File: config.mk
export PLATFORM = sky130hd
export DESIGN_NAME = coil_switch_seq
export DESIGN_NICKNAME = d
export VERILOG_FILES = /design/src/rtl/coil_switch_seq.sv
export SDC_FILE = /design/constraint.sdc
export NUM_CORES = 1
export LEC_CHECK = 0
export BUFFER_PORTS_ARGS = -buffer_cell sky130_fd_sc_hd__buf_2
export CAP_MARGIN = 20
export CORE_MARGIN = 2
export CORE_UTILIZATION = 40
export CTS_CLUSTER_SIZE = 10
export DETAILED_ROUTE_END_ITERATION = 10
export PLACE_DENSITY = 0.59
export SLEW_MARGIN = 0
export SYNTH_ARGS = -nofsm -noshare
export SYNTH_HDL_FRONTEND = slang
export SYNTH_SLANG_ARGS = --single-unit
File: constraint.sdc
create_clock -name clk -period 1.66 [get_ports clk]
set_input_delay 0.166 -clock clk [delete_from_list [all_inputs] [get_ports clk]]
set_output_delay 0.166 -clock clk [all_outputs]
set_load 0.02 [all_outputs]
File: src/rtl/coil_switch_seq.sv
module coil_switch_seq #(
  parameter int DLY_W = 6
) (
  input  logic             clk,
  input  logic             rst_n,
  input  logic             en,
  input  logic             sync_in,
  input  logic             recal_req,
  input  logic             node_p_hi,
  input  logic             node_n_hi,
  input  logic             node_p_lo,
  input  logic             node_n_lo,
  input  logic             i_zero,
  input  logic [DLY_W-1:0] dly,
  output logic             lo_p_on,
  output logic             lo_n_on,
  output logic             hi_p_on,
  output logic             hi_n_on,
  output logic             sense_p_on,
  output logic             sense_n_on,
  output logic             cal_active
);

  localparam int NSIDE = 2;
  localparam logic [DLY_W-1:0] ONE = DLY_W'(1);

  typedef enum logic [2:0] {S_OFF, S_SHORT, S_WAIT_HI, S_DRAIN, S_WAIT_LO} side_t;

  side_t            st   [NSIDE];
  logic [DLY_W-1:0] cnt  [NSIDE];
  logic [NSIDE-1:0] dio;
  logic             cal_q, sync_q, go_cal;
  logic [NSIDE-1:0] trig, hi_f, lo_f;

  assign trig = {sync_in & ~sync_q, ~sync_in & sync_q};
  assign hi_f = {node_n_hi, node_p_hi};
  assign lo_f = {node_n_lo, node_p_lo};

  assign go_cal = recal_req & i_zero &
                  ((st[0] == S_DRAIN && dio[0]) || (st[1] == S_DRAIN && dio[1]));

  always_ff @(posedge clk or negedge rst_n) begin
    if (!rst_n) begin
      for (int i = 0; i < NSIDE; i++) begin
        st[i]  <= S_OFF;
        cnt[i] <= '0;
      end
      dio    <= '0;
      cal_q  <= 1'b0;
      sync_q <= 1'b0;
    end else begin
      sync_q <= sync_in;
      if (!en) begin
        for (int i = 0; i < NSIDE; i++) st[i] <= S_OFF;
        cal_q <= 1'b0;
      end else if (cal_q) begin
        for (int i = 0; i < NSIDE; i++) st[i] <= S_OFF;
        if (!recal_req) cal_q <= 1'b0;
      end else begin
        for (int i = 0; i < NSIDE; i++) begin
          case (st[i])
            S_OFF:     if (sync_in) st[i] <= S_SHORT;
            S_SHORT:   if (trig[i]) st[i] <= S_WAIT_HI;
            S_WAIT_HI: if (hi_f[i]) begin
                         st[i]  <= S_DRAIN;
                         cnt[i] <= dly;
                         dio[i] <= recal_req | (dly == '0);
                       end
            S_DRAIN:   if (dio[i]) begin
                         if (i_zero) st[i] <= S_WAIT_LO;
                       end else begin
                         cnt[i] <= cnt[i] - ONE;
                         if (cnt[i] == ONE) st[i] <= S_WAIT_LO;
                       end
            S_WAIT_LO: if (lo_f[i]) st[i] <= S_SHORT;
            default:   st[i] <= S_OFF;
          endcase
        end
        if (go_cal) begin
          cal_q <= 1'b1;
          for (int i = 0; i < NSIDE; i++) st[i] <= S_OFF;
        end
      end
    end
  end

  assign lo_p_on    = (st[0] == S_SHORT);
  assign lo_n_on    = (st[1] == S_SHORT) | cal_q;
  assign hi_p_on    = (st[0] == S_DRAIN);
  assign hi_n_on    = (st[1] == S_DRAIN);
  assign sense_p_on = cal_q;
  assign sense_n_on = cal_q;
  assign cal_active = cal_q;

endmodule


# --- Word level (Yosys, flattened, before mapping) ---
# Cells that the tools add are included.
# W data, S select, Z words.
op_classes:
  n_addsub: 2
  n_eq_ne: 26
  mux: 27
  bitwise_logic: 9
  n_reduce_logical: 14
op_table:
  columns: ["cell", "count"]
  rows:
  - ["$mux W6", 7]
  - ["$mux W3", 12]
  - ["$ne A5 B5 Y1 const B", 7]
  - ["$pmux W3 S5", 2]
  - ["$pmux W6 S2", 2]
  - ["$eq A3 B2 Y1 const B", 4]
  - ["$eq A6 B1 Y1 const B", 2]
  - ["$ne A6 B2 Y1 const B", 2]
  - ["$ne A6 B4 Y1 const B", 2]
  - ["$reduce_and A6 Y1", 2]
  - ["$sub A6 B1 Y6 const B", 2]
  - ["$reduce_and A5 Y1", 2]
  - ["$ne A2 B2 Y1 const B", 4]
  - ["$reduce_and A4 Y1", 2]
  - ["$eq A3 B1 Y1 const B", 2]
  - ["$eq A3 B3 Y1 const B", 2]
  - ["$logic_not A3 Y1", 2]
  - ["$logic_not A6 Y1", 1]
  - ["$ne A5 B2 Y1 const B", 1]
  - ["$and A1 B1 Y1", 4]
  - ["$mux W1", 4]
  - ["$reduce_bool A2 Y1", 2]
  - ["$not A1 Y1", 3]
  - ["$logic_and A1 B1 Y1", 2]
  - ["2 further kinds", 3]
totals:
  reg_bits: 22
  inputBits: 16
  output_inout_bits: 7

# --- Depth between registers and ports, before layout ---
depth:
  depth_word: 7
  mapped_depth: 7
  mapped_depth_nobuf: 7

# --- Worst setup path after synthesis ---
# No wires, ideal clock.
synth_path:
  kind: "reg2reg"
  from: "register cal_q, in the netlist cal_active"
  to: "register st[5] (netlist name)"
  setup_ns: 0.147
  t_arrival_ns: 1.487
  t_required_ns: 1.513
  slack_ns: 0.026
  path_stages_with_launch: 5
  cell_sequence: "dfrtp_1 -> or2b_1 -> or4_1 -> a31oi_1 -> a311oi_1"
synth_between:
  elab_chain_len: 2
  elab_cells_between_ends: 9
synth_rtl:
  columns: ["element", "line", "text"]
  rows:
  - ["start, declared", "32", "logic cal_q, sync_q, go_cal;"]
  - ["start signal, assigned", "49", "cal_q <= 1'b0;"]
  - ["start signal, assigned", "55", "cal_q <= 1'b0;"]
  - ["start signal, assigned", "58", "if (!recal_req) cal_q <= 1'b0;"]
  - ["$ne A6 B2 Y1 (no source line) (tied with other cells)", null, null]
  - ["$reduce_and A6 Y1 (no source line) / $mux W6 (equally long branches)", null, null]
  - ["end signal, assigned by index", "45", "st[i] <= S_OFF;"]
  - ["end signal, assigned by index", "62", "S_OFF: if (sync_in) st[i] <= S_SHORT;"]
  - ["end signal, assigned by index", "63", "S_SHORT: if (trig[i]) st[i] <= S_WAIT_HI;"]
  - ["end, declared", "29", "side_t st [NSIDE];"]
# Parallel ways exist; a longest one is shown, timed or not.
# A chain may end at the register's enable or synchronous reset.

# --- Final worst setup path ---
layout_path:
  from: "register st[4] (netlist name)"
  to: "register st[5] (netlist name)"
layout_between:
  elab_chain_len: 7
  elab_cells_between_ends: 19
layout_rtl:
  columns: ["element"]
  rows:
  - ["parallel branches: the longest is 7 deep, another holds $ne A6 B2 Y1"]
# Several ways; the timed one is not identified.

==> summary.txt <==
Outcome
  – Outcome: finished clean

Synth
  – Post-synthesis async set-or-reset flop share: 100%
  – Yosys warning total: 0
  – Synth cell types: 41
  – Syn_area_per_cell: 8.24 um2
  – Post-Synthesis Cells: 170
  – Synth area leaders: dfrtp_1 39%, o21ai_0 7.9%, nor2_1 6.2%
  – Yosys reg bits: 22
  – Main flop type after synthesis: dfrtp_1
  – Syn nets: 190
  – Post-Syn Area: 1400 um2
  – Post-synth EDFFs: 0
  – Register area share after synthesis: 39.3%
  – Synth area leader: dfrtp_1
  – Share of the synthesized area in the top cell type: 39.3%

Final layout
  – Register area: 552 um2
  – Fin nets: 221
  – Area delta synth->final: 19.6%
  – Area of the multi-input gates: 821 um2
  – Inserted Diodes: 0
  – Post-layout util: 50.2%
  – Filler cells: 352
  – Share of layout cells above drive strength 1: 26.1%

Pwr
  – NetSw: 0.575 mW
  – LEAKAGE: 0.793 nW
  – PwrDens: 925 nW/um2
  – Logic pwr share: 31.1%
  – VDD IR max: 0.500 mV
  – Seq pwr share: 53.3%
  – Clock power share: 15.6%
  – Internal power: 0.974 mW
  – Switching part of the total power: 37.1%

Worst setup path
  – Critical Path AT: 1.77 ns
  – CP Cell Sequence: mux2_2 > or4_4 > a31oi_1 > a311oi_2
  – Reg2reg path depth: 4
  – Max FO, Critical Path: 4
  – Setup crit start kind: register
  – FF-to-FF setup slack: 0.06 ns
  – Slowest-stage cell, CP: or4_4
  – R2R Path Start: st[4]
  – WS Path Type: reg2reg
  – Worst EP required: 1.83 ns
  – CP peak stage delay: 0.43 ns
  – CP endpoint kind: register
  – Terminus of the critical flop-to-flop path: st[5]

Floorplan
  – Die height: 63.2 um
  – Core area: 3340 um2
  – Die Wd: 63.2 um
  – Initial Utilization: 42.0%
  – I/O Pins: 23
  – Die area: 3990 um2
  – Rows: 21

Global route
  – First-pass GRT wire length: 5940 um
  – Vias in the first global route: 1,304
  – Initial antenna violation count: 0
  – Total grt overflow: 0
  – Largest net degree at the start of global routing: 23
  – Overall Global Routing Usage: 18.6%

Route
  – Initial DRC Count: 48
  – DRT Pass-1 Iters: 4
  – Drt via density: 5.38
  – Antenna-violating nets left: 0
  – Vias: 1,317
  – Avg WL per Cell: 13.7 um
  – DRC violation count after routing: 0
  – DRT Wirelength: 3350 um

STA
  – Setup Viol. Count Final: 0
  – Tcrit/Tclk final: 96.2%
  – Worst-Margin Slew: 0.503 ns
  – Max-slew headroom: 66.4%
  – Total negative slack: 0 ns
  – Min cycle time layout: 1.60 ns
  – Final Hold Violating Endpoints: 0
  – Max-slew violations: 0
  – RSZ-0062 raised after global routing: false
  – Layout Skew: 0.00145 ns
  – Fmax: 626 MHz

CTS
  – Clk slew on worst S/H paths: 0.12 ns
  – Clock sinks: 22
  – Clk_lat worst skew: 0.29 ns
  – CTS HTree Levels: 1
  – Clk root buf: clkbuf_4
  – CTS tree: built
  – Max clock buf depth: 2
  – TritonCTS Buffers: 3

Worst hold path
  – Critical hold path startpoint: sync_in
  – Hold depth: 1
  – Hold EP: sync_q
  – Hold crit path type: in2reg

Placed design
  – Detail Placement HPWL: 2530 um
  – I/O Buffers: 22
  – GP Congestion: 0.792

Run
  – Max-cap violations: 0
-- timing repair --
action,CTS,global route
hold endpoints to repair,22,0
gates resized for setup,0,7
hold buffers,1,0
buffers inserted,2,2
setup endpoints to repair,1,6
pin swaps,0,2
-- Yosys cell counts, types with 3 or more instances --
library cell and n:
nor3b_1 4, nand2_1 10, o21ai_0 22, dfrtp_1 22, mux2_2 3, nor2b_1 8, ha_1 4, clkbuf_1 4
a21oi_1 17, nor3_1 8, nor2_1 23, inv_1 5, nand2b_1 3
-- power by group through the flow --
stage | clock, mW | combinational (mW) | sequential [mW]
after global placement | 0 | 0.440 | 0.817
after global routing | 0.280 | 0.562 | 0.857
after CTS | 0.254 | 0.469 | 0.815
after floorplan | 0 | 0.350 | 0.781
after detailed placement | 0 | 0.459 | 0.828
final | 0.241 | 0.482 | 0.826
-- layout make-up --
type / count / share of cell area [%]
multi-input combinational: 134 / 49.0
sequential: 22 / 33.0
timing repair buffer: 33 / 11.7
tap: 46 / 3.44
inverter: 7 / 1.57
clock buffer: 3 / 1.35
-- worst max-delay path, delay by kind of cell, from the launching register on --
family / cells / cell delay, ns
AO/OA/AOI/OAI: 2 / 0.27
AND/OR/NAND/NOR: 1 / 0.43
multiplexers: 1 / 0.35
flip-flops: 1 / 0.41
-- how the worst max path moves through the flow --
stage / startpoint / end / slack (ns) / cells after the start
2_1_floorplan: cal_active / st[5] / 0.03 / 4
3_3_place_gp: st[4] / st[5] / 0.13 / 4
3_5_place_dp: st[4] / st[5] / 0.02 / 3
4_1_cts: st[1] / st[5] / 0.01 / 6
5_1_grt: st[2] / cnt[4] / 0.003 / 6
6_report: st[4] / st[5] / 0.06 / 4
-- sequential cells by signal, summed over array words and instances, names as in the netlist --
name / cells
sync_q: 1
st: 6
cal_active: 1
cnt: 12
dio: 2
-- cells in the final DEF (no fill, tap or decap), types with 2 or more instances in the layout --
master     netlist  routed
a211oi_1         2       2
a21oi_1         17      17
a31oi_1          2       2
and3_1           2       2
buf_2            1      22
buf_4            2      10
clkbuf_4         0       3
dfrtp_1         22      21
ha_1             4       4
inv_1            5       5
inv_2            2       2
mux2_2           3       3
nand2_1         10      10
nand2b_1         3       3
nand3_1          2       2
nor2_1          23      23
nor2b_1          8       7
nor2b_2          1       2
nor3_1           8       8
nor3b_1          4       3
nor4_1           2       2
o2111ai_1        2       2
o21ai_0         22      22
o21bai_1         2       2
-- through the flow --
stage	std cells	power [mW]	hold WS, ns	instance area, um2	worst slack (ns)
6_report	245	1.55	0.0336	1670	0.0636
5_1_grt	245	1.70	0.00165	1670	0.00286
4_1_cts	243	1.54	0.0183	1630	0.0149
3_5_place_dp	237	1.29	0.168	1580	0.0160
3_3_place_gp	237	1.26	0.169	1580	0.134
2_1_floorplan	170	1.13	-0.130	1400	0.0258
-- logic make-up after synthesis --
family	after synthesis	synth area share (%)
compound gates	55	22.9
fa+ha+maj	4	3.57
buf+inv	14	4.38
flops	22	39.3
mux	4	3.13
simple gates	71	26.7
-- metal layers --
layer / track usage, % / routed length, um / vias to the layer above
li1: - / - / 669
met1: 24.6 / 1560 / 615
met2: 30.7 / 1610 / 31
met3: 4.11 / 160 / 2
met4: 4.72 / 19 / 0
met5: 0 / 0 / -
Power figures use the tool's default switching activity.
